$ cat config.mk
export PLATFORM = sky130hd
export DESIGN_NAME = prot_bank_mapper
export DESIGN_NICKNAME = d
export VERILOG_FILES = /design/src/rtl/pbm_pkg.sv /design/src/rtl/pbm_control.sv /design/src/rtl/pbm_datapath.sv /design/src/rtl/prot_bank_mapper.sv
export SDC_FILE = /design/constraint.sdc
export NUM_CORES = 1
export LEC_CHECK = 0
export ABC_AREA = 1
export BUFFER_PORTS_ARGS = -buffer_cell sky130_fd_sc_hd__buf_2
export CELL_PAD_IN_SITES_DETAIL_PLACEMENT = 1
export CELL_PAD_IN_SITES_GLOBAL_PLACEMENT = 2
export CORE_AREA = 2 2 107 109
export DETAILED_ROUTE_END_ITERATION = 10
export DIE_AREA = 0 0 109 111
export GPL_ROUTABILITY_DRIVEN = 0
export PLACE_DENSITY_LB_ADDON = 0.12
export SYNTH_ARGS = -nofsm -noshare
export SYNTH_HDL_FRONTEND = slang
export SYNTH_SLANG_ARGS = --single-unit
$ cat constraint.sdc
create_clock -name clk -period 1.9 [get_ports clk]
set_input_delay 0.38 -clock clk [delete_from_list [all_inputs] [get_ports clk]]
set_output_delay 0.38 -clock clk [all_outputs]
set_load 0.02 [all_outputs]
$ cat src/rtl/pbm_pkg.sv
package pbm_pkg;
  localparam int SLOT_CNT = 3;
  localparam int FIRST_SLOT = 8 - SLOT_CNT;   // slots fill the top of the 4 MiB space
  localparam int GATE_BIT = 1;
  localparam logic [3:0] EE_WR_LOW = 4'h9;
  localparam logic [7:0] EE_RD_OFS = 8'h0B;

  typedef struct packed {
    logic [SLOT_CNT-1:0]       slotLoad;
    logic [SLOT_CNT-1:0][7:0]  slotVal;
    logic                      eeWr;
    logic [7:0]                eeData;
    logic                      eeRd;
    logic                      protOn;
    logic                      winByteRd;
  } pbm_strobe_t;
endpackage

$ cat src/rtl/pbm_control.sv
module pbm_control
  import pbm_pkg::*;
#(
  parameter logic [15:0] PAGE_ID    = 16'hA130,
  parameter logic [7:0]  PROT_WIN   = 8'h01,
  parameter int          PROT_READS = 3
) (
  input  logic        clk,
  input  logic        rstN,
  input  logic [23:0] cpuAddr,
  input  logic        cpuRdEn,
  input  logic        cpuWrEn,
  input  logic        cpuWord,
  input  logic [7:0]  cpuWrData,
  output pbm_strobe_t stb
);
  localparam int CNT_W = $clog2(PROT_READS + 1);
  localparam int NREG  = SLOT_CNT + 1;

  logic [NREG-1:0][7:0] regQ;
  logic [CNT_W-1:0]     cntQ;
  logic [3:0]           effLow;
  logic                 pageHit, wrPage, protRead, unlockNow;

  assign pageHit   = cpuAddr[23:8] == PAGE_ID;
  assign effLow    = cpuWord ? {cpuAddr[3:1], 1'b1} : cpuAddr[3:0];
  assign wrPage    = cpuWrEn && pageHit;
  assign protRead  = cpuRdEn && !cpuWord && (cpuAddr[23:16] == PROT_WIN);
  assign unlockNow = protRead && (cntQ == CNT_W'(1));

  // register file: index is the low nibble halved
  always_ff @(posedge clk) begin
    if (!rstN) begin
      for (int i = 0; i < NREG; i++) regQ[i] <= (i == 0) ? 8'h01 : 8'h00;
    end else if (wrPage) begin
      for (int i = 0; i < NREG; i++)
        if (effLow[3:1] == 3'(i)) regQ[i] <= cpuWrData;
    end
  end

  always_ff @(posedge clk) begin
    if (!rstN)                      cntQ <= CNT_W'(PROT_READS);
    else if (protRead && cntQ != 0) cntQ <= cntQ - CNT_W'(1);
  end

  always_comb begin
    stb = '0;
    for (int s = 0; s < SLOT_CNT; s++) begin
      stb.slotVal[s] = regQ[s + 1];
      if (wrPage && regQ[0][GATE_BIT] && effLow == 4'(2 * s + 3)) begin
        stb.slotLoad[s] = 1'b1;
        stb.slotVal[s]  = cpuWrData;
      end else if (unlockNow) begin
        stb.slotLoad[s] = 1'b1;
      end
    end
    stb.eeWr      = wrPage && (effLow == EE_WR_LOW);
    stb.eeData    = cpuWrData;
    stb.eeRd      = cpuRdEn && !cpuWord && pageHit && (cpuAddr[7:0] == EE_RD_OFS);
    stb.protOn    = cntQ != 0;
    stb.winByteRd = protRead;
  end

  assert_prot_count_monotonic_R8: assert property (@(posedge clk) disable iff (!rstN)
    cpuRdEn |=> cntQ <= $past(cntQ));
  assert_prot_count_hold_R8: assert property (@(posedge clk) disable iff (!rstN)
    !protRead |=> $stable(cntQ));
endmodule

$ cat src/rtl/pbm_datapath.sv
module pbm_datapath
  import pbm_pkg::*;
#(
  parameter int ROM_BANKS = 8,
  parameter int BANK_IW   = $clog2(ROM_BANKS),
  parameter int ROM_AW    = 19 + BANK_IW
) (
  input  logic              clk,
  input  logic              rstN,
  input  pbm_strobe_t       stb,
  input  logic [23:0]       cpuAddr,
  input  logic              cpuRdEn,
  input  logic [7:0]        eeRdData,
  output logic [ROM_AW-1:0] romAddr,
  output logic              romHit,
  output logic              laneSwap,
  output logic [7:0]        regRdData,
  output logic              eeWrStb,
  output logic [7:0]        eeWrData,
  output logic              eeRdStb
);
  logic [SLOT_CNT-1:0][BANK_IW-1:0] mapBank;
  logic [2:0] slotIdx;

  generate
    for (genvar s = 0; s < SLOT_CNT; s++) begin : g_slot
      always_ff @(posedge clk) begin
        if (!rstN) mapBank[s] <= '0;
        else if (stb.slotLoad[s] && (32'(stb.slotVal[s]) < ROM_BANKS))
          mapBank[s] <= BANK_IW'(stb.slotVal[s]);
      end
    end
  endgenerate

  always_ff @(posedge clk) begin
    if (!rstN) begin
      eeWrStb  <= 1'b0;
      eeWrData <= 8'h00;
    end else begin
      eeWrStb  <= stb.eeWr;
      if (stb.eeWr) eeWrData <= stb.eeData;
    end
  end

  assign romHit    = cpuRdEn && (cpuAddr[23:22] == 2'b00);
  assign laneSwap  = romHit && stb.protOn && stb.winByteRd;
  assign slotIdx   = cpuAddr[21:19];
  assign eeRdStb   = stb.eeRd;
  assign regRdData = stb.eeRd ? eeRdData : 8'h00;

  always_comb begin
    romAddr = ROM_AW'(cpuAddr[21:0]);
    if (stb.protOn) begin
      romAddr = ROM_AW'({cpuAddr[14:1], cpuAddr[0] ^ laneSwap});
    end else begin
      for (int s = 0; s < SLOT_CNT; s++)
        if (slotIdx == 3'(FIRST_SLOT + s)) romAddr = {mapBank[s], cpuAddr[18:0]};
    end
  end

  assert_idle_slots_hold_R4: assert property (@(posedge clk) disable iff (!rstN)
    (stb.slotLoad == '0) |=> $stable(mapBank));
  assert_unlock_loads_all_R11: assert property (@(posedge clk) disable iff (!rstN)
    $fell(stb.protOn) |-> $past(stb.slotLoad) == {SLOT_CNT{1'b1}});
  assert_swap_low_window_R9: assert property (@(posedge clk) disable iff (!rstN)
    laneSwap |-> romAddr < ROM_AW'(32'h8000));
endmodule

$ cat src/rtl/prot_bank_mapper.sv
module prot_bank_mapper
  import pbm_pkg::*;
#(
  parameter logic [15:0] PAGE_ID    = 16'hA130,
  parameter int          PROT_READS = 3,
  parameter int          ROM_BANKS  = 8,
  parameter int          ROM_AW     = 19 + $clog2(ROM_BANKS)
) (
  input  logic              clk,
  input  logic              rstN,
  input  logic [23:0]       cpuAddr,
  input  logic              cpuRdEn,
  input  logic              cpuWrEn,
  input  logic              cpuWord,
  input  logic [7:0]        cpuWrData,
  input  logic [7:0]        eeRdData,
  output logic [ROM_AW-1:0] romAddr,
  output logic              romHit,
  output logic              laneSwap,
  output logic [7:0]        regRdData,
  output logic              eeWrStb,
  output logic [7:0]        eeWrData,
  output logic              eeRdStb
);
  pbm_strobe_t stb;

  pbm_control #(.PAGE_ID(PAGE_ID), .PROT_WIN(8'h01), .PROT_READS(PROT_READS)) u_control (
    .clk(clk), .rstN(rstN), .cpuAddr(cpuAddr), .cpuRdEn(cpuRdEn), .cpuWrEn(cpuWrEn),
    .cpuWord(cpuWord), .cpuWrData(cpuWrData), .stb(stb)
  );

  pbm_datapath #(.ROM_BANKS(ROM_BANKS), .BANK_IW($clog2(ROM_BANKS)), .ROM_AW(ROM_AW)) u_datapath (
    .clk(clk), .rstN(rstN), .stb(stb), .cpuAddr(cpuAddr), .cpuRdEn(cpuRdEn),
    .eeRdData(eeRdData), .romAddr(romAddr), .romHit(romHit), .laneSwap(laneSwap),
    .regRdData(regRdData), .eeWrStb(eeWrStb), .eeWrData(eeWrData), .eeRdStb(eeRdStb)
  );

  assert_ee_write_source_R6: assert property (@(posedge clk) disable iff (!rstN)
    eeWrStb |-> $past(cpuWrEn));
  assert_page_read_zero_R7: assert property (@(posedge clk) disable iff (!rstN)
    (cpuRdEn && cpuAddr[23:8] == PAGE_ID && cpuAddr[7:0] != EE_RD_OFS) |-> regRdData == 8'h00);
  assert_linear_low_R10: assert property (@(posedge clk) disable iff (!rstN)
    (romHit && !stb.protOn && cpuAddr < 24'h280000) |-> romAddr == ROM_AW'(cpuAddr[21:0]));
endmodule

==> results.ini <==
[synthesis]
syn-num-nets=468
yosys_warnings=0
syn_inst=421
ys_seq_area_frac=0.333
synth_top_area_cell=dfxtp_1
synthTopCellsByArea=dfxtp_1 33%, nand2_1 11%, inv_1 11%
synth_top_area_frac=0.333
synth-seq-cells=45
avgSynthCellArea_um2=6.42
synth.distinct_cells=31
synthesis.area_um2=2700

[layout]
finish.utilization=0.340
num_antenna_cells=0
final_nets=585
instances_no_fill=681
final_area_um2=3760
drive_above_1_share=0.344
area_growth_syn_to_layout_pct=39.2

[sta]
rsz0062_at_grt=yes
finalHoldViolCount=0
max_freq_mhz=546
fin_crit_ps=1830
worstMarginPinSlew_ps=383
maxSlewHeadroom=0.744
maxSlewViolCount=0
worst_hold_slack_ps=369
fin_crit_sh=0.965
setup_viol=0
fin_skew_ps=2.88

[floorplanning]
start_util=0.244
num_rows=39
die_w_um=109
die_area_um2=12100
core_um2=11100
ios=87
die_h_um=111

[clock_tree]
cts_root_buffer=clkbuf_16
clock_path_buffers=2
htree_levels=2
clk_pin_slew_ps=60
insertion_delay_ps=290
cts_hold_buf=0
cts_tree=done
numCtsBuffers=5
clock_sinks=45

[place]
numPortBuffers=86
dpl_cell_area_um2=3530
dp_hpwl_mm=7.02
dp.cells=672

[setup_path]
worst_path_max_delay_cell=nor4_2
path_class=in -> out
critPathMaxFanout=8
cp.required_ps=1520
slowest_delay_ps=260
worstSetupStartpointType=input port
crit_arrival_ps=1450
worstPathCellList=buf_2 -> nor4_2 -> nand4_1 -> nor2_4 -> inv_4 -> nor2_2 -> buf_4
endpoint_kind=output port

[pwr]
p_leak_uw=0.00188
seqPwrFrac=0.456
worst_ir_drop_vdd_v=0.000336
comb_power_share=0.125
clockPowerShare=0.419
internal_power_uw=1570
power_switching_uw=504
power_density_nw_per_um2=550
switching_share=0.244

[drt]
routed_wl_mm=8.43
final_antenna_net_count=0
drtIter0Drc=85
num_vias=2908
wire_per_inst_um=12.4
dr.pass1.iters=4
drcViolationCount=0
avgViaCountPerCell=4.27

[global_route]
gr-usage-all-layers=0.143
grt_pass1_wl_mm=13.8
antenna_found_initial=0
grt-ovfl-total=0
grt_pass1_vias=2945
grt_max_degree=26

[run]
drv_cap=0

[min_path]
hp-class=in -> reg

[run_status]
status=complete, no violations

==> sequential cells by signal (all words and copies together) (netlist names) <==
signal and flops:
u_control.regQ 25, u_datapath.mapBank 9, u_datapath.eeWrData 8, u_control.cntQ 2, u_datapath.eeWrStb 1
==> stage by stage <==
step	setup slack [ps]	TNS [ps]	total power, uW
2_1_floorplan	-15.2	-121	1090
3_3_place_gp	-101	-886	1220
3_5_place_dp	-183	-1670	1220
4_1_cts	0.976	0	2120
5_1_grt	-86.1	-566	2170
6_report	67.3	0	2070
==> cells in the mapped netlist <==
cell / instances
a31o_2: 1
nand4_1: 7
buf_4: 14
o211ai_1: 1
ha_1: 2
dfxtp_1: 45
o31ai_1: 1
nand3_4: 1
inv_2: 5
nand2_2: 4
nand3_1: 21
a21oi_2: 2
nor2_4: 5
nor3_4: 1
buf_6: 2
xor2_1: 1
nor2_8: 1
nand3_2: 5
nor3_1: 5
o21ai_1: 8
a221oi_1: 1
nor2_2: 4
clkbuf_1: 4
nor2_1: 58
nor4_1: 2
o21ai_0: 24
o2bb2ai_1: 1
inv_1: 78
clkinv_1: 2
nand2_1: 82
a21oi_1: 33
==> cell type report <==
class / count / area (um^2)
clock inverters: 1 / 7.51
repair buffers: 130 / 811
multi-input cells: 271 / 1400
clock buffers: 6 / 139
well taps: 143 / 179
flip-flops and latches: 45 / 901
fillers: 1460 / 7320
inverters: 85 / 322
==> power groups by stage <==
stage               Sequential, uW  Combinational [uW]  Clock, uW
finish                         943                 260        867
global route                   942                 291        934
CTS                            943                 263        909
detailed placement             964                 260          0
global placement               964                 258          0
floorplan                      964                 124          0
==> cell families (layout without fill, tap and decap cells) <==
kind of cell | after synthesis | in the layout | share of synthesized area
simple gates | 196 | 196 | 0.341
buf+inv | 105 | 222 | 0.171
compound gates | 72 | 72 | 0.142
flops | 45 | 45 | 0.333
fa+ha+maj | 2 | 2 | 0.00926
xor+xnor | 1 | 1 | 0.00324
==> final timing paths <==
kind                            from                      to  slack [ps]  depth (start not counted)
hold / removal          cpuWrData[7]  u_datapath.eeWrData[7]         370                          3
setup reg to reg   u_control.cntQ[0]   u_datapath.mapBank[8]         370                          9
setup / recovery          cpuAddr[5]            regRdData[0]          70                          7
hold reg to reg   u_control.regQ[23]      u_control.regQ[23]         450                          2
==> layer usage <==
layer / share of wire / track usage / vias up
li1: - / - / 1528
met1: 0.45 / 0.175 / 1307
met2: 0.49 / 0.254 / 66
met3: 0.051 / 0.0229 / 7
met4: 0.015 / 0.0410 / 0
met5: 0 / 0 / -
==> critical path, delay by kind of cell <==
family | cells | cell delay (ps)
buffers and inverters | 3 | 340
and+or+nand+nor | 4 | 730
==> placed cells by master, fill, tap and decap left out, drive strengths merged <==
master    count
a21oi        35
a221oi        1
a31o          1
buf         130
clkbuf        6
clkinv        2
clkinvlp      1
dfxtp        45
ha            2
inv          83
nand2        86
nand3        27
nand4         7
nor2         68
nor3          6
nor4          2
o211ai        1
o21ai        32
o2bb2ai       1
o31ai         1
xor2          1
==> repair_timing <==
item                       in CTS  in global routing
setup endpoints to repair       9                 10
cloned                          0                  0
gates resized for setup        14                  8
buffers inserted                1                  1
pin swaps                       4                  3
No activity file was read; power rests on OpenSTA's default activity.
